==> src/rtl/dram_fe_pkg.sv <==
`timescale 1ns/1ps
package dram_fe_pkg;
    localparam int NBANK     = 8;
    localparam int BANK_W    = $clog2(NBANK);
    localparam int WA_W      = 25;              // 64-bit-word address width (256 MB)
    localparam int WBLK_LSB  = 20;              // word-address bit of an 8 MB block
    localparam int BLK_W     = WA_W - WBLK_LSB; // 8 MB block index width
    localparam int SUM_W     = BLK_W + 1;       // block sums up to NBANK*4
    localparam int MAXBLK_W  = 2;               // largest bank spans 4 blocks
    localparam int COL_W     = 10;
    localparam int ROW_W     = WBLK_LSB + MAXBLK_W - COL_W;
    localparam int DATA_W    = 64;
    localparam int HALF_W    = DATA_W / 2;
    localparam int ACC_W     = 4;
    localparam int HOLD_W    = 4;
    localparam int IVL_W     = 16;
    localparam int TMR_W     = (ACC_W > HOLD_W) ? ACC_W : HOLD_W;

    typedef enum logic [1:0] {
        SZ_NONE = 2'd0,
        SZ_8M   = 2'd1,
        SZ_16M  = 2'd2,
        SZ_32M  = 2'd3
    } bank_size_e;

    typedef struct packed {
        logic              err;
        logic [BANK_W-1:0] bank;
        logic [ROW_W-1:0]  row;
        logic [COL_W-1:0]  col;
    } dec_t;

    typedef enum logic [2:0] {
        ST_IDLE,
        ST_ACC,
        ST_RCAS,
        ST_RBOTH,
        ST_RRAS
    } arb_state_e;

    function automatic logic [SUM_W-1:0] size_blocks(input logic [1:0] code);
        case (bank_size_e'(code))
            SZ_8M:   return SUM_W'(1);
            SZ_16M:  return SUM_W'(2);
            SZ_32M:  return SUM_W'(4);
            default: return '0;
        endcase
    endfunction

    function automatic logic [1:0] half_parity(input logic [DATA_W-1:0] d);
        return {^d[DATA_W-1:HALF_W], ^d[HALF_W-1:0]};
    endfunction
endpackage

==> src/rtl/dram_bank_map.sv <==
`timescale 1ns/1ps
module dram_bank_map
    import dram_fe_pkg::*;
(
    input  logic [2*NBANK-1:0] size_cfg,
    input  logic [WA_W-1:0]    waddr,
    output dec_t               dec
);
    logic [SUM_W-1:0]    blk_ext;
    logic [SUM_W-1:0]    lo;
    logic [SUM_W-1:0]    hi;
    logic [SUM_W-1:0]    sel_base;
    logic [MAXBLK_W-1:0] rel;

    assign blk_ext = {1'b0, waddr[WA_W-1:WBLK_LSB]};

    // Cumulative base per bank; the first bank whose window holds the block wins.
    always_comb begin
        lo       = '0;
        hi       = '0;
        sel_base = '0;
        dec      = '0;
        dec.err  = 1'b1;
        for (int b = 0; b < NBANK; b++) begin
            hi = lo + size_blocks(size_cfg[2*b +: 2]);
            if (dec.err && (blk_ext >= lo) && (blk_ext < hi)) begin
                dec.err  = 1'b0;
                dec.bank = BANK_W'(b);
                sel_base = lo;
            end
            lo = hi;
        end
        rel     = MAXBLK_W'(blk_ext - sel_base);
        dec.col = waddr[COL_W-1:0];
        dec.row = {rel, waddr[WBLK_LSB-1:COL_W]};
    end
endmodule

==> src/rtl/dram_parity.sv <==
`timescale 1ns/1ps
module dram_parity
    import dram_fe_pkg::*;
(
    input  logic              clk,
    input  logic              rst,
    input  logic              par_en,
    input  logic [DATA_W-1:0] wr_data,
    output logic [1:0]        wr_par,
    input  logic              rd_valid,
    input  logic [DATA_W-1:0] rd_data,
    input  logic [1:0]        rd_par,
    output logic [1:0]        par_err
);
    assign wr_par = par_en ? half_parity(wr_data) : 2'b00;

    always_ff @(posedge clk) begin
        if (rst)
            par_err <= 2'b00;
        else if (rd_valid && par_en)
            par_err <= half_parity(rd_data) ^ rd_par;
        else
            par_err <= 2'b00;
    end
endmodule

==> src/rtl/dram_refresh_arb.sv <==
`timescale 1ns/1ps
module dram_refresh_arb
    import dram_fe_pkg::*;
(
    input  logic             clk,
    input  logic             rst,
    input  logic [IVL_W-1:0] interval,
    input  logic [HOLD_W-1:0] hold,
    input  logic [ACC_W-1:0] acc_len,
    input  logic             req_valid,
    input  logic             req_ok,
    output logic             req_ready,
    output logic             accept,
    output logic             busy,
    output logic             ref_cas,
    output logic             ref_ras
);
    arb_state_e       state;
    logic [IVL_W-1:0] ivl_cnt;
    logic [TMR_W-1:0] tmr;
    logic             pending;
    logic             tick;
    logic             start_ref;

    assign tick      = (interval != '0) && (ivl_cnt >= interval - IVL_W'(1));
    assign start_ref = (state == ST_IDLE) && pending;
    assign req_ready = (state == ST_IDLE) && !pending;
    assign accept    = req_valid && req_ready;
    assign busy      = (state == ST_ACC);
    assign ref_cas   = (state == ST_RCAS)  || (state == ST_RBOTH);
    assign ref_ras   = (state == ST_RBOTH) || (state == ST_RRAS);

    always_ff @(posedge clk) begin
        if (rst) begin
            ivl_cnt <= '0;
            pending <= 1'b0;
        end else begin
            if (interval == '0 || tick)
                ivl_cnt <= '0;
            else
                ivl_cnt <= ivl_cnt + IVL_W'(1);
            pending <= tick || (pending && !start_ref);
        end
    end

    always_ff @(posedge clk) begin
        if (rst) begin
            state <= ST_IDLE;
            tmr   <= '0;
        end else begin
            case (state)
                ST_IDLE: begin
                    if (pending) begin
                        state <= ST_RCAS;
                    end else if (accept && req_ok) begin
                        state <= ST_ACC;
                        tmr   <= TMR_W'(acc_len);
                    end
                end
                ST_ACC: begin
                    if (tmr <= TMR_W'(1)) state <= ST_IDLE;
                    else                  tmr   <= tmr - TMR_W'(1);
                end
                ST_RCAS: begin
                    state <= ST_RBOTH;
                    tmr   <= TMR_W'(hold);
                end
                ST_RBOTH: begin
                    if (tmr <= TMR_W'(1)) state <= ST_RRAS;
                    else                  tmr   <= tmr - TMR_W'(1);
                end
                default: state <= ST_IDLE;
            endcase
        end
    end
endmodule

==> src/rtl/dram_fe_top.sv <==
`timescale 1ns/1ps
module dram_fe_top
    import dram_fe_pkg::*;
(
    input  logic                clk,
    input  logic                rst,
    input  logic [2*NBANK-1:0]  cfg_bank_size,
    input  logic                cfg_par_en,
    input  logic [ACC_W-1:0]    cfg_acc_cycles,
    input  logic [IVL_W-1:0]    cfg_ref_interval,
    input  logic [HOLD_W-1:0]   cfg_ref_hold,
    input  logic                req_valid,
    input  logic [WA_W-1:0]     req_addr,
    output logic                req_ready,
    output logic                addr_err,
    output logic                acc_busy,
    output logic [NBANK-1:0]    acc_cs,
    output logic [BANK_W-1:0]   acc_bank,
    output logic [ROW_W-1:0]    acc_row,
    output logic [COL_W-1:0]    acc_col,
    input  logic [DATA_W-1:0]   wr_data,
    output logic [1:0]          wr_par,
    input  logic                rd_valid,
    input  logic [DATA_W-1:0]   rd_data,
    input  logic [1:0]          rd_par,
    output logic [1:0]          par_err,
    output logic                ref_cas,
    output logic                ref_ras
);
    dec_t dec;
    logic accept;

    dram_bank_map u_map (
        .size_cfg (cfg_bank_size),
        .waddr    (req_addr),
        .dec      (dec)
    );

    dram_parity u_par (
        .clk      (clk),
        .rst      (rst),
        .par_en   (cfg_par_en),
        .wr_data  (wr_data),
        .wr_par   (wr_par),
        .rd_valid (rd_valid),
        .rd_data  (rd_data),
        .rd_par   (rd_par),
        .par_err  (par_err)
    );

    dram_refresh_arb u_arb (
        .clk       (clk),
        .rst       (rst),
        .interval  (cfg_ref_interval),
        .hold      (cfg_ref_hold),
        .acc_len   (cfg_acc_cycles),
        .req_valid (req_valid),
        .req_ok    (!dec.err),
        .req_ready (req_ready),
        .accept    (accept),
        .busy      (acc_busy),
        .ref_cas   (ref_cas),
        .ref_ras   (ref_ras)
    );

    always_ff @(posedge clk) begin
        if (rst) begin
            addr_err <= 1'b0;
            acc_bank <= '0;
            acc_row  <= '0;
            acc_col  <= '0;
        end else begin
            addr_err <= accept && dec.err;
            if (accept && !dec.err) begin
                acc_bank <= dec.bank;
                acc_row  <= dec.row;
                acc_col  <= dec.col;
            end
        end
    end

    assign acc_cs = acc_busy ? (NBANK'(1) << acc_bank) : '0;
endmodule

==> config.mk <==
export PLATFORM = sky130hd
export DESIGN_NAME = dram_fe_top
export DESIGN_NICKNAME = d
export VERILOG_FILES = /design/src/rtl/dram_fe_pkg.sv /design/src/rtl/dram_bank_map.sv /design/src/rtl/dram_parity.sv /design/src/rtl/dram_refresh_arb.sv /design/src/rtl/dram_fe_top.sv
export SDC_FILE = /design/constraint.sdc
export NUM_CORES = 1
export LEC_CHECK = 0
export BUFFER_PORTS_ARGS = -buffer_cell sky130_fd_sc_hd__buf_2
export CAP_MARGIN = 20
export CORE_ASPECT_RATIO = 0.6
export CORE_MARGIN = 5
export CORE_UTILIZATION = 50
export DETAILED_ROUTE_END_ITERATION = 10
export HOLD_SLACK_MARGIN = 0.02
export PLACE_DENSITY = 0.81
export SLEW_MARGIN = 20
export SYNTH_ARGS = -nofsm -noshare
export SYNTH_HDL_FRONTEND = slang
export SYNTH_SLANG_ARGS = --single-unit
==> constraint.sdc <==
create_clock -name clk -period 8.8 [get_ports clk]
set_input_delay 0.88 -clock clk [delete_from_list [all_inputs] [get_ports clk]]
set_output_delay 0.88 -clock clk [all_outputs]
set_load 0.01 [all_outputs]
; ---- Word level (Yosys, flattened, before mapping)
; Cells that the tools add are included.
[totals]
ff_bits = 52
latch_bits = 0
ram_bits = 0
romBits = 0
inputBits = 200
output_inout_bits = 42
wordCells = 152
n_memories = 0
[classes]
addsub = 11
n_mul = 0
n_div = 0
n_lt_le_gt_ge = 18
n_eq_ne = 34
n_shift = 1
muxes = 34
bitwise_logic = 2
reduce_logical = 43
[ops]
columns = cell, n
row1 = 32-bit XOR reduction, 4
row2 = 3-bit one-hot mux with 3 select lines, 8
row3 = 4-bit two-way mux, 11
row4 = 5-bit by 6-bit < comparator with 1-bit output, 6
row5 = "2-bit == test, second input constant", 16
row6 = 6-bit by 3-bit adder with 6-bit output, 5
row7 = 5-bit by 6-bit >= comparator with 1-bit output, 5
row8 = 1-bit logical AND, 23
row9 = "16-bit by 1-bit adder with 16-bit output, second input constant", 1
row10 = "2-bit by 1-bit == test with 1-bit output, second input constant", 8
row11 = 16-bit >= comparator, 1
row12 = 16-bit logical NOT, 1
row13 = 2-bit two-way mux, 8
row14 = 16-bit nonzero test, 1
row15 = "16-bit by 1-bit subtractor with 16-bit output, second input constant", 1
row16 = 3-bit two-way mux, 4
row17 = 3-bit one-hot mux with 4 select lines, 1
row18 = 4-bit one-hot mux with 3 select lines, 1
row19 = 8-bit two-way mux, 1
row20 = "2-bit inequality test, second input constant", 4
row21 = "1-bit by 3-bit << shifter with 8-bit output, first input constant", 1
row22 = "3-bit by 2-bit == test with 1-bit output, second input constant", 2
row23 = 2-bit OR reduction, 3
row24 = 4-bit by 3-bit adder with 5-bit output, 1
row25 = 21 further kinds, 26

; ---- Longest topological paths before layout
[logic_depth]
word_depth = 31
ltp_mapped = 32
ltp_nobuf = 32

; ---- By module
; A second synthesis with hierarchy kept.
[unflattened]
hier_cells = 823
hier_area_um2 = 6841.6
[modules_own_cells]
columns = module, instances, cells_per_inst, area_per_inst_um2, seq_area_each_um2
row1 = dram_bank_map, 1, 340, 2587.5, 0.0
row2 = dram_refresh_arb, 1, 223, 1775.5, 480.5
row3 = dram_fe_top, 1, 129, 1297.5, 520.5
row4 = dram_parity, 1, 131, 1181.1, 40.0

; ---- Worst setup path before layout
; OpenSTA, ideal clock, no wires.
[synth_path]
path_kind = input-to-reg
startpoint = input port cfg_bank_size[0]
endpoint = register acc_row[11]
setup_ns = 0.088
arrival_ns = 7.778
required_time_ns = 8.712
setup_slack_ns = 0.934
stages = 28
path_buffers = 0
cell_sequence = nand2b_1 -> inv_1 -> ha_1 -> xor2_1 -> inv_1 -> fa_1 -> inv_1 -> fa_1 -> inv_1 -> fa_1 -> fa_1 -> inv_1 -> ha_1 -> a21o_1 -> a21oi_1 -> xnor2_1 -> ha_1 -> o21ai_0 -> nand2b_1 -> a21oi_1 -> or3_1 -> or4_1 -> nor2_1 -> mux2_2 -> ha_1 -> xnor2_1 -> or3_1 -> a311oi_2
[synth_via]
elab_chain_len = 28
word_cells_on_any_way = 59
cone_classes = add/sub (8) / order compare (15) / eq/ne (3) / mux (16) / reduce/logical (17)
[synth_lines]
columns = item, line
row1 = "start, declared", dram_fe_top.sv:7  ; input logic [2*NBANK-1:0] cfg_bank_size,
row2 = 2-bit == test / 2-bit by 1-bit == test with 1-bit output (equally long branches), dram_fe_pkg.sv:42  ; case (bank_size_e'(code))
row3 = 3-bit one-hot mux with 3 select lines *, dram_fe_pkg.sv:42
row4 = "parallel branches: the longest is 26 deep, another holds 6-bit by 3-bit adder with 6-bit output", n/a
row5 = "end signal, assigned", dram_fe_top.sv:76  ; acc_row <= dec.row;
row6 = "end, declared", dram_fe_top.sv:19  ; output logic [ROW_W-1:0] acc_row,
; Every way passes the cells marked *.
; A chain may end at the register's enable or synchronous reset.

; ---- Worst setup path in the final report
; Ends and elaborated chain as after synthesis.

==> summary.txt <==
Outcome
  – Status: finished, final reports clean

Timing
  – Fmax: 0.118 GHz
  – Count of pins over their slew limit: 0
  – Tmin final: 8.45 ns
  – RSZ-0062 raised after global routing: no
  – Hold Fails Final Rpt: 0
  – Final period utilization: 96.0%
  – Clk_skew: 0.00657 ns
  – Slew margin rel.: 30.8%
  – Fin Setup TNS: 0 ns
  – Least-Margin Pin Slew: 1.03 ns
  – Final setup violation count: 0
  – WHS: 0.490 ns

Logic synthesis
  – Mean Syn Cell Area: 8.27 um2
  – EDFF count, synth: 0
  – Post-synthesis instance total: 776
  – YS warnings: 0
  – Area of the mapped netlist: 6420 um2
  – Top FF cell, synth: dfxtp_1
  – Flop and latch count out of synthesis: 52
  – Distinct cells, synth: 76
  – Mapped Nets: 1056
  – Ys async rst share: 0%
  – Sequential cell area fraction in the yosys report: 16.2%

Setup path
  – Endpoint type of the worst setup path: register
  – Crit path max fanout: 5
  – Slowest cell on crit path: fa_1
  – Startpoint Class: input port
  – Critical Path Most Common Cell: inv_1
  – CP required: 9.00 ns
  – Critical path type: input port to register
  – Critical Path AT: 8.66 ns
  – Largest stage delay, worst path: 0.64 ns

Floorplan
  – Row count: 32
  – Num ports: 242
  – Core Region: 12700 um2
  – Die width: 156 um
  – Die Area: 15300 um2
  – Starting density of the core: 50.6%
  – Die Span Y: 97.8 um

Pwr
  – Total power: 1.50 mW
  – Clk pwr share: 13.3%
  – Lkg Pwr: 3.78 nW
  – NetSw: 660 uW
  – Register share of total power: 19.5%
  – Maximum vdd ir drop: 0.000119 V
  – Internal: 841 uW
  – PwrDens: 189 nW/um2
  – Sw Ratio: 44.0%
  – Comb pwr share: 67.2%

Routing
  – Vias: 6255
  – DRC: 0
  – Drt pass-1 iters: 5
  – Initial DRC count: 397
  – Antenna-violating nets left: 0
  – Routed len/inst: 15.1 um
  – Routed Wire Length: 17800 um
  – Routed vias/inst: 5.30

CTS
  – TritonCTS buffer count: 5
  – CTS tree: built
  – Root Driver: clkbuf_16
  – Clock buffer depth: 2
  – H-tree lvl count: 2
  – Clock latency on the worst-skew pair: 0.29 ns
  – Sinks on Clock Net: 52
  – Clk slew on worst S/H paths: 0.07 ns

Global route
  – Vias in the first global route: 6051
  – GR Overflow Total: 0
  – Largest net degree at the start of global routing: 34
  – M1 GR Usage: 31.7%
  – Met3 global-route usage: 4.74%
  – Most used routing layer: met2
  – Initial antenna violation count: 2
  – First-pass GRT wire length: 28900 um
  – Met2 global-route usage: 37.1%
  – Tot GR Track Use: 22.6%

Worst hold path
  – Worst min-delay path category: register to register

Flow run
  – Max-Cap Viols: 0

Place
  – Port Buffer Count: 241
  – GPL Wtd Cong: 0.943
  – Hpwl dp: 15200 um

Final layout
  – Area grow syn2layout: 23.5%
  – Most common cell after layout, fill and taps aside: buf_2
  – Nets: 1288
  – Layout cell share with drive strength beyond 1: 27.5%
  – Commonest non-fill, non-tap cells in the layout: buf_2 (241), xnor2_1 (149), ha_1 (74), nor2_1 (72), dfxtp_1 (52)
-- final cells by class --
class / instances / area (um2)
clock buffers: 5 / 125
inverters: 47 / 176
clock inverters: 3 / 25.0
multi-input cells: 659 / 5120
flip-flops and latches: 52 / 1040
fillers: 1106 / 4760
diodes: 1 / 2.50
repair buffers: 243 / 1220
well taps: 170 / 213
-- flip-flops by register name, summed over array words and instances (netlist names) --
name           cells
u_arb.tmr          4
acc_row           12
u_arb.state        3
u_par.par_err      2
addr_err           1
acc_bank           3
u_arb.ivl_cnt     16
u_arb.pending      1
acc_col           10
-- worst max-delay path: cells and delay by family --
kind,cells,cell delay (ns)
xor+xnor,5,1.21
mux,1,0.37
compound gates,5,0.95
simple gates,6,1.61
fa+ha+maj,7,3.04
buf+inv,6,0.59
-- final timing paths --
| path | from | cells past startpoint | end | slack [ns] |
|---|---|---|---|---|
| setup / recovery | cfg_bank_size[0] | 30 | acc_row[11]$_SDFFE_PP0P_ | 0.35 |
| hold / removal | u_arb.tmr[1]$_SDFFE_PP0P_ | 2 | u_arb.tmr[1]$_SDFFE_PP0P_ | 0.49 |
| setup reg to reg | u_arb.ivl_cnt[0]$_SDFF_PP0_ | 14 | u_arb.ivl_cnt[3]$_SDFF_PP0_ | 5.32 |
| hold reg to reg | u_arb.tmr[1]$_SDFFE_PP0P_ | 2 | u_arb.tmr[1]$_SDFFE_PP0P_ | 0.49 |
-- metal layers --
metal / wire (um) / vias up
met5: 11 / -
met4: 85 / 2
met3: 1460 / 8
met2: 8150 / 243
met1: 8140 / 2852
li1: - / 3150
-- through the flow --
stage	cells	utilization (%)	setup slack, ns	area, um2
finish	1180	62.5	0.348	7930
global route	1180	62.5	0.00169	7930
CTS	1178	62.3	0.332	7910
detailed placement	1170	61.1	0.0567	7760
global placement	1170	61.1	0.372	7760
floorplan	776	-	0.934	6420
-- power by group through the flow --
stage	logic, mW	registers [mW]	clock network [mW]
6_report	1.01	0.293	0.200
5_1_grt	1.13	0.298	0.218
4_1_cts	0.980	0.293	0.205
3_5_place_dp	0.972	0.298	0
3_3_place_gp	0.948	0.297	0
2_1_floorplan	0.725	0.296	0
-- cell usage after synthesis (all sizes together) (5+ instances only) --
cell      n  area share, %
nor4      6           0.58
nand2b   18            1.8
dfxtp    52             16
ha       74             14
a21oi    43            3.6
fa        6            1.9
and2     13            1.3
a31oi     5           0.49
nand3    30            2.3
buf       7           0.88
nor2b    18            1.8
clkbuf   11           0.64
a21o     19            2.2
nor3     16            1.2
nand2    34            2.0
xor2     22            3.0
mux2i    25            4.1
inv      46            2.7
or3       5           0.49
o21ai    20            1.6
nor2     73            4.3
xnor2   151             21
o21a      7           0.82
-- what timing repair did --
action / 4_1_cts / 5_1_grt
endpoints found under the hold margin: 0 / 0
hold buffers: 0 / 0
buffers inserted: 0 / 1
endpoints found under the setup margin: 0 / 1
resized for setup: 0 / 2
-- cell families (layout without fill, tap and decap cells) --
kind of cell	Yosys count	in the layout	synth area share, %
compound gates	136	136	15.3
mux	27	27	4.44
fa+ha+maj	80	80	16.3
simple gates	241	241	19.1
xor+xnor	175	175	24.4
flops	52	52	16.2
buf+inv	65	298	4.27
other cells	0	1	0
No activity file was read; power rests on OpenSTA's default activity.
